--- src/rtl/ebl_pkg.sv ---
package ebl_pkg;
  typedef enum logic [2:0] {
    ST_IDLE, ST_HDR, ST_CHK, ST_HCS, ST_PAY, ST_PCS, ST_DONE, ST_ERR
  } ebl_state_e;

  typedef enum logic [1:0] {
    ERR_NONE     = 2'd0,
    ERR_HDR_CSUM = 2'd1,
    ERR_PAY_CSUM = 2'd2,
    ERR_FORMAT   = 2'd3
  } ebl_err_e;

  localparam int unsigned CTRL_BYTES = 1;
  localparam int unsigned LEN_BYTES  = 3;
  localparam int unsigned LINK_BYTES = 4;
  localparam int unsigned DEST_BYTES = 4;
  localparam int unsigned HDR_BYTES  = CTRL_BYTES + LEN_BYTES + LINK_BYTES + DEST_BYTES;
  localparam int unsigned CSUM_W     = 16;
endpackage

--- src/rtl/ebl_addr_map.sv ---
module ebl_addr_map #(
  parameter int unsigned ADDR_W = 19,
  parameter int unsigned WORD_W = 16,
  parameter logic [3:0]  PREFIX = 4'b1010
) (
  input  logic [ADDR_W-1:0] ee_addr_i,
  output logic [6:0]        dev_o,
  output logic [WORD_W-1:0] word_o
);
  localparam int unsigned HI_W = ADDR_W - WORD_W;

  assign word_o = ee_addr_i[WORD_W-1:0];
  assign dev_o  = {PREFIX, ee_addr_i[ADDR_W-1 -: HI_W]};
endmodule

--- src/rtl/ebl_csum.sv ---
module ebl_csum #(
  parameter int unsigned SUM_W = 16
) (
  input  logic             clk_i,
  input  logic             rst_ni,
  input  logic             clr_i,
  input  logic             add_i,
  input  logic [7:0]       byte_i,
  output logic [SUM_W-1:0] sum_o
);
  always_ff @(posedge clk_i or negedge rst_ni) begin
    if (!rst_ni)    sum_o <= '0;
    else if (clr_i) sum_o <= '0;
    else if (add_i) sum_o <= sum_o + SUM_W'(byte_i);
  end
endmodule

--- src/rtl/ebl_hdr_shift.sv ---
module ebl_hdr_shift
  import ebl_pkg::*;
(
  input  logic        clk_i,
  input  logic        rst_ni,
  input  logic        shift_i,
  input  logic [7:0]  byte_i,
  output logic [7:0]  ctrl_o,
  output logic [LEN_BYTES*8-1:0]  len_o,
  output logic [LINK_BYTES*8-1:0] link_o,
  output logic [DEST_BYTES*8-1:0] dest_o
);
  localparam int unsigned HW = HDR_BYTES * 8;
  localparam int unsigned DEST_LO = 0;
  localparam int unsigned LINK_LO = DEST_LO + DEST_BYTES * 8;
  localparam int unsigned LEN_LO  = LINK_LO + LINK_BYTES * 8;
  localparam int unsigned CTRL_LO = LEN_LO + LEN_BYTES * 8;

  logic [HW-1:0] sh_q;

  // MSB-first fields: each new byte enters at the bottom
  always_ff @(posedge clk_i or negedge rst_ni) begin
    if (!rst_ni)      sh_q <= '0;
    else if (shift_i) sh_q <= {sh_q[HW-9:0], byte_i};
  end

  assign ctrl_o = sh_q[CTRL_LO +: CTRL_BYTES*8];
  assign len_o  = sh_q[LEN_LO  +: LEN_BYTES*8];
  assign link_o = sh_q[LINK_LO +: LINK_BYTES*8];
  assign dest_o = sh_q[DEST_LO +: DEST_BYTES*8];
endmodule

--- src/rtl/eeprom_boot_loader.sv ---
module eeprom_boot_loader
  import ebl_pkg::*;
#(
  parameter int unsigned ADDR_W     = 19,
  parameter int unsigned WORD_W     = 16,
  parameter int unsigned ID_W       = 6,
  parameter logic [3:0]  DEV_PREFIX = 4'b1010,
  parameter logic [ADDR_W-1:0] START_ADDR = '0
) (
  input  logic            clk_i,
  input  logic            rst_ni,
  input  logic            start_i,
  input  logic [ID_W-1:0] chip_id_i,
  output logic            rd_req_o,
  output logic [6:0]      rd_dev_o,
  output logic [WORD_W-1:0] rd_word_o,
  input  logic            rd_valid_i,
  input  logic [7:0]      rd_data_i,
  output logic            mem_we_o,
  output logic [31:0]     mem_addr_o,
  output logic [7:0]      mem_data_o,
  output logic            busy_o,
  output logic            done_o,
  output logic            error_o,
  output logic [1:0]      err_code_o
);
  localparam int unsigned LEN_W  = LEN_BYTES * 8;
  localparam int unsigned LINK_W = LINK_BYTES * 8;
  localparam int unsigned DEST_W = DEST_BYTES * 8;
  localparam int unsigned IDX_W  = $clog2(HDR_BYTES);
  localparam logic [IDX_W-1:0] IDX_LAST = IDX_W'(HDR_BYTES - 1);
  localparam logic [ID_W-1:0]  BCAST_ID = '1;
  localparam int unsigned CSE_BIT = 7;
  localparam int unsigned RSV_BIT = 6;

  ebl_state_e state_q;
  ebl_err_e   err_q;
  logic [ADDR_W-1:0] ee_addr_q;
  logic [IDX_W-1:0]  idx_q;
  logic [LEN_W-1:0]  off_q;
  logic [7:0]        cs_hi_q;

  logic [7:0]        ctrl;
  logic [LEN_W-1:0]  blk_len;
  logic [LINK_W-1:0] blk_link;
  logic [DEST_W-1:0] blk_dest;
  logic [CSUM_W-1:0] sum;

  logic take, in_read, cs_clr, cs_add, hdr_shift;
  logic id_hit, cs_bad, link_end, link_seq;

  assign in_read = (state_q == ST_HDR) || (state_q == ST_HCS) ||
                   (state_q == ST_PAY) || (state_q == ST_PCS);
  assign take    = in_read && rd_valid_i;

  ebl_addr_map #(
    .ADDR_W(ADDR_W), .WORD_W(WORD_W), .PREFIX(DEV_PREFIX)
  ) u_map (
    .ee_addr_i(ee_addr_q), .dev_o(rd_dev_o), .word_o(rd_word_o)
  );

  assign hdr_shift = take && (state_q == ST_HDR);
  ebl_hdr_shift u_hdr (
    .clk_i(clk_i), .rst_ni(rst_ni), .shift_i(hdr_shift), .byte_i(rd_data_i),
    .ctrl_o(ctrl), .len_o(blk_len), .link_o(blk_link), .dest_o(blk_dest)
  );

  assign cs_add = take && ((state_q == ST_HDR) || (state_q == ST_PAY));
  ebl_csum #(.SUM_W(CSUM_W)) u_csum (
    .clk_i(clk_i), .rst_ni(rst_ni), .clr_i(cs_clr), .add_i(cs_add),
    .byte_i(rd_data_i), .sum_o(sum)
  );

  assign id_hit   = (ctrl[ID_W-1:0] == chip_id_i) || (ctrl[ID_W-1:0] == BCAST_ID);
  assign cs_bad   = ctrl[CSE_BIT] && ({cs_hi_q, rd_data_i} != sum);
  assign link_end = &blk_link;
  assign link_seq = ~|blk_link;

  logic can_start;
  assign can_start = start_i &&
                     ((state_q == ST_IDLE) || (state_q == ST_DONE) || (state_q == ST_ERR));

  // clear on (re)start and when leaving either checksum field
  assign cs_clr = can_start ||
                  (take && idx_q[0] && ((state_q == ST_HCS) || (state_q == ST_PCS)));

  always_ff @(posedge clk_i or negedge rst_ni) begin
    if (!rst_ni) begin
      state_q    <= ST_IDLE;
      err_q      <= ERR_NONE;
      ee_addr_q  <= START_ADDR;
      idx_q      <= '0;
      off_q      <= '0;
      cs_hi_q    <= '0;
      mem_we_o   <= 1'b0;
      mem_addr_o <= '0;
      mem_data_o <= '0;
    end else begin
      mem_we_o <= 1'b0;
      if (take) ee_addr_q <= ee_addr_q + 1'b1;

      if (can_start) begin
        state_q   <= ST_HDR;
        err_q     <= ERR_NONE;
        ee_addr_q <= START_ADDR;
        idx_q     <= '0;
      end else begin
        unique case (state_q)
          ST_HDR: if (take) begin
            if (idx_q == IDX_LAST) begin
              idx_q   <= '0;
              state_q <= ST_CHK;
            end else begin
              idx_q <= idx_q + 1'b1;
            end
          end
          ST_CHK: begin
            if (ctrl[RSV_BIT]) begin
              err_q   <= ERR_FORMAT;
              state_q <= ST_ERR;
            end else begin
              state_q <= ST_HCS;
            end
          end
          ST_HCS: if (take) begin
            if (!idx_q[0]) begin
              cs_hi_q <= rd_data_i;
              idx_q   <= 1;
            end else begin
              idx_q <= '0;
              off_q <= '0;
              if (cs_bad) begin
                err_q   <= ERR_HDR_CSUM;
                state_q <= ST_ERR;
              end else if (blk_len == '0) begin
                state_q <= ST_PCS;
              end else begin
                state_q <= ST_PAY;
              end
            end
          end
          ST_PAY: if (take) begin
            if (id_hit) begin
              mem_we_o   <= 1'b1;
              mem_addr_o <= blk_dest + DEST_W'(off_q);
              mem_data_o <= rd_data_i;
            end
            if (off_q == blk_len - 1'b1) state_q <= ST_PCS;
            else                         off_q   <= off_q + 1'b1;
          end
          ST_PCS: if (take) begin
            if (!idx_q[0]) begin
              cs_hi_q <= rd_data_i;
              idx_q   <= 1;
            end else begin
              idx_q <= '0;
              if (cs_bad) begin
                err_q   <= ERR_PAY_CSUM;
                state_q <= ST_ERR;
              end else if (link_end) begin
                state_q <= ST_DONE;
              end else begin
                state_q <= ST_HDR;
                if (!link_seq) ee_addr_q <= blk_link[ADDR_W-1:0];
              end
            end
          end
          default: ;
        endcase
      end
    end
  end

  assign rd_req_o   = in_read;
  assign busy_o     = in_read || (state_q == ST_CHK);
  assign done_o     = (state_q == ST_DONE);
  assign error_o    = (state_q == ST_ERR);
  assign err_code_o = err_q;
endmodule

--- config.mk ---
export PLATFORM = sky130hd
export DESIGN_NAME = eeprom_boot_loader
export DESIGN_NICKNAME = d
export VERILOG_FILES = /design/src/rtl/ebl_pkg.sv /design/src/rtl/ebl_addr_map.sv /design/src/rtl/ebl_csum.sv /design/src/rtl/ebl_hdr_shift.sv /design/src/rtl/eeprom_boot_loader.sv
export SDC_FILE = /design/constraint.sdc
export NUM_CORES = 1
export LEC_CHECK = 0
export BUFFER_PORTS_ARGS = -buffer_cell sky130_fd_sc_hd__buf_2
export CORE_MARGIN = 3
export CORE_UTILIZATION = 60
export CTS_BUF_LIST = sky130_fd_sc_hd__clkbuf_4 sky130_fd_sc_hd__clkbuf_8 sky130_fd_sc_hd__clkbuf_16
export DETAILED_ROUTE_END_ITERATION = 10
export PLACE_DENSITY = 0.85
export SYNTH_ARGS = -nofsm -noshare
export SYNTH_HDL_FRONTEND = slang
export SYNTH_HIERARCHICAL = 1
export SYNTH_SLANG_ARGS = --single-unit
--- constraint.sdc ---
create_clock -name clk_i -period 5.7 [get_ports clk_i]
set_clock_uncertainty 0.15 [all_clocks]
set_input_delay 0.285 -clock clk_i [delete_from_list [all_inputs] [get_ports clk_i]]
set_output_delay 0.285 -clock clk_i [all_outputs]
set_load 0.01 [all_outputs]
# After elaboration in Yosys (flattened, before gate mapping)
# Cells that the tools add are included.
# word_totals
reg_bits	213
inputBits	18
out_inout_bits	70
wordCells	129
# op_classes
add_sub_neg	6
eq_ne	28
n_mux	49
bitwise	2
n_reduce_logical	33
# ops
operator	count
$mux W19	8
$mux W24	4
$pmux W24 S2	1
$mux W3	12
$add A32 B24 Y32	1
$mux W16	2
$reduce_and A32 Y1	1
$reduce_or A32 Y1	1
$add A24 B1 Y24 const B	1
$eq A24 B24 Y1	1
$logic_not A24 Y1	1
$ne A3 B3 Y1 const B	8
$sub A24 B1 Y24 const B	1
$add A19 B1 Y19 const B	1
$mux W2	9
$add A16 B8 Y16	1
$mux W4	4
$ne A16 B16 Y1	1
$pmux W3 S5	1
$eq A3 B3 Y1 const B	4
$logic_or A1 B1 Y1	10
$ne A3 B2 Y1 const B	3
$reduce_and A9 Y1	1
$ne A2 B2 Y1 const B	4
other kinds (22)	37

# Longest topological paths before layout
# depth
depth_word	13
depth_mapped	13
ltp_nobuf	12

# By module
# The synthesis kept the hierarchy.
# modules_own_cells
mod	instances	cells_each	area_per_inst_um2	seq_area_each_um2
eeprom_boot_loader	1	881	7563.5	2527.4
ebl_hdr_shift	1	203	3764.9	2402.3
ebl_csum	1	131	1181.1	400.4
ebl_addr_map	1	25	180.2	0.0

# Least setup slack after synthesis
# OpenSTA, ideal clock, no wires.
# synth_timing
kind	register -> register
from	reg u_hdr.sh_q[64]
to	reg off_q[11]
setup_time_ns	0.123
arrival_ns	2.887
required_ns	5.427
path_slack_ns	2.540
stages_incl_launch_ff	13
n_path_buf	2
period_less_slack_ns	3.160
cell_sequence	dfrtp_1 > inv_1 > ha_1 > or3b_2 > clkbuf_1 > nor4_1 > xnor2_1 > nor4_1 > nor4b_2 > nand3_2 > buf_2 > a31oi_1 > a21oi_1
# synth_between
elab_chain_len	4
# synth_lines
element	line_no	text
start, declared	ebl_hdr_shift.sv:19	logic [HW-1:0] sh_q;
start signal, assigned	ebl_hdr_shift.sv:24	else if (shift_i) sh_q <= {sh_q[HW-9:0], byte_i};
$sub A24 B1 Y24	eeprom_boot_loader.sv:148	if (off_q == blk_len - 1'b1) state_q <= ST_PCS;
$eq A24 B24 Y1	eeprom_boot_loader.sv:148	
$ne A2 B2 Y1 (no line)	-	
$reduce_and A6 Y1 (no line)	-	
end signal, assigned	eeprom_boot_loader.sv:149	else off_q <= off_q + 1'b1;
end, declared	eeprom_boot_loader.sv:40	logic [LEN_W-1:0] off_q;
# No other way between the ends.
# A chain may end at the register's enable or synchronous reset.

# Worst setup path in the final report
# layout_timing
from	reg u_hdr.sh_q[64]
to	reg off_q[5]
# The elaborated chain is that of the path after synthesis.

==> flow_summary.yaml <==
status:
  status: "completed"
detailed_routing:
  routed_via_density: 6.32
  finalWirelength_mm: 31.0
  route.detailed.drc: 0
  drtIter0Drc: 782
  dr.pass1.iters: 5
  wl_per_cell_um: 19.7
  ant_nets: 0
  vias: 9949
global_route:
  antenna_found_initial: 0
  grt_pass1_vias: 9559
  grt_pass1_wl_mm: 50.6
  grt.total_usage_pct: 27.3
  gr-total-overflow: 0
  grt_max_degree: 111
clock_tree:
  cts_hold_buf: 6
  clkSinkCount: 213
  cts-root-buf: "clkbuf_16"
  cts_max_path_buffers: 3
  clock_latency_ns: 0.53
  cts_tree: "built"
  postCtsSetupRepairBufs: 0
  cts_inserted_buffers: 23
  cts_max_level: 1
  clkTransAtPathRegs_ns: 0.06
  cts_resized: 0
placed_design:
  pre_cts_ws_ns: 2.04
  dp.cells: 1527
  io_buffers: 83
  routabilityCongestion: 0.922
  dp_hpwl_mm: 21.6
die:
  fp.dieW_um: 151
  pin_count: 88
  core_mm2: 0.0205
  dieArea_mm2: 0.0229
  rows: 52
  die_y_um: 151
  start_util_pct: 61.9
timing:
  tightest_slew_ns: 1.06
  period_needed_ns: 3.84
  rsz0062_at_grt: "false"
  relSlewSlack_pct: 28.9
  finalMaxSlewViolations: 0
  setup_viol: 0
  max_freq_mhz: 261
  hold_viol_final: 0
  tns_ns: 0
  period_share_pct: 67.3
  worst_slack_ns: 1.86
synth:
  netlist_instances: 1240
  async_reset_ff_share_pct: 100
  synth.distinct_cells: 84
  yosysWarningCount: 6
  synth_area_leader_cell: "dfrtp_1"
  synthTopCellsByCount: "213 x dfrtp_1, 102 x nand2_1, 75 x nor2_1, 73 x mux2_2, 57 x a21oi_1"
  syn_area_mm2: 0.0127
  yosysSeqAreaShare_pct: 42.0
  yosysTopAreaCellShare_pct: 42.0
  synth_ff_type: "dfrtp_1"
  synth_edf_count: 0
  synth.ff_latch_count: 213
  synth.most_common_cell: "dfrtp_1"
  avgSynthCellArea_um2: 10.2
  ys_top_cells_by_area: "dfrtp_1 42%, mux2_2 6.5%, mux2_4 4.7%"
worst_setup_path:
  cp_slowest_cell: "or3b_2"
  crit_path_end_kind: "flop"
  cp_common_cell: "nor4_1"
  max_stage_delay_ns: 0.57
  startpoint_type: "flop"
  worstSetupPathType: "reg2reg"
  required_ns: 5.95
  worstPathCellList: "inv_1, ha_1, or3b_2, nor4_1, xnor2_1, nor4_1, nor4b_2, nand3_2, a31oi_1, a21oi_1"
  critPathArrivalTime_ns: 4.08
  path_max_fanout: 17
layout:
  utilization_pct: 67.9
  syn_to_final_growth_pct: 9.61
  finalNetCount: 1345
  drive_above_1_share_pct: 20.3
  n_antenna_cell: 0
  n_fill_cell: 1505
  fin_cells: 1574
min_path:
  hold_class: "in2reg"
power_and_ir_drop:
  leakage_uw: 0.00657
  p_per_area_mw_per_mm2: 544
  peakVddDrop_mv: 0.385
  total_power_uw: 7560
job:
  max_cap_violations: 0
sequential cells by signal, indices dropped and copies added, names as in the netlist:
| signal | cells |
|---|---|
| cs_hi_q | 8 |
| ee_addr_q | 19 |
| err_code_o | 2 |
| idx_q | 4 |
| mem_addr_o | 32 |
| mem_data_o | 8 |
| mem_we_o | 1 |
| off_q | 24 |
| state_q | 3 |
| u_csum/sum_o | 16 |
| u_hdr/sh_q | 96 |
critical path: cells and delay by family, from the launching register on:
family                     cells  cell delay [ns]
and+or+nand+nor                5             2.13
xor gates and xnor gates       1             0.12
buffers and inverters          1             0.13
DFF                            1             0.46
AOI/OAI and AO/OA              2             0.42
adders and majority gates      1             0.29
placed cells by master, fill, tap and decap left out, types with 5 or more instances in the layout:
master	n
dlygate4sd3_1	6
nor3_1	25
buf_4	5
and3_1	28
o211ai_1	18
mux2_4	40
nor4_1	20
nand2_1	102
clkbuf_16	23
a21o_1	18
nor2_1	75
nand3b_1	5
mux2_2	73
nand4_1	29
dfrtp_1	213
a31oi_1	22
a21oi_1	57
inv_1	29
xor2_1	41
xnor2_1	51
nor2b_1	9
o21a_1	22
o21ai_0	54
or3_1	8
ha_1	37
o31ai_1	5
nand2b_1	11
a211oi_1	29
mux2i_1	12
and4_1	9
nand3_1	29
clkbuf_8	7
or4_1	9
buf_2	82
layer usage:
metal | global-route usage, % | up-vias | wire, um
li1 | - | 4659 | -
met2 | 44.2 | 347 | 14700
met3 | 3.41 | 72 | 1750
met4 | 9.20 | 0 | 1020
met1 | 38.3 | 4871 | 13500
met5 | 0 | - | 0
worst paths after layout:
kind / startpoint / end / slack, ns / cells past startpoint
max: u_hdr/sh_q[64] / off_q[5] / 1.86 / 10
min: rd_data_i[3] / mem_data_o[3] / 0.004 / 2
max reg2reg: u_hdr/sh_q[64] / off_q[5] / 1.86 / 10
min reg2reg: mem_addr_o[13] / mem_addr_o[13] / 0.32 / 2
max in group asynchronous: rst_ni / u_hdr/sh_q[80] / 4.06 / 3
min in group asynchronous: rst_ni / mem_addr_o[19] / 0.26 / 2
power breakdown:
part | switching [uW] | internal (uW)
sequential | 652 | 1930
clock | 632 | 925
combinational | 1840 | 1580
cell families after synthesis:
logic type	after synthesis	share of synthesized area, %
AND/OR/NAND/NOR	385	16.0
XOR/XNOR	92	6.35
AO/OA/AOI/OAI	277	14.6
buffers and inverters	105	4.69
other	2	0.0592
multiplexers	127	12.3
flip-flops	213	42.0
adder cells (fa/ha/maj)	39	3.96
through the flow:
step                area [um^2]  hold WS, ns
floorplan                 12700       -0.161
global placement          13100        0.283
detailed placement        13100        0.298
CTS                       13900      0.00734
global route              13900      0.00877
finish                    13900      0.00391
cell type report:
type                    count  area (um^2)  area share, %
repair buffers             95          542           3.89
flip-flops and latches    213         5330           38.3
multi-input cells         924         6780           48.8
clock inverters            10          125          0.900
well taps                 270          338           2.43
clock buffers              31          673           4.84
inverters                  31          119          0.855
(Power assumes the default switching activity.)
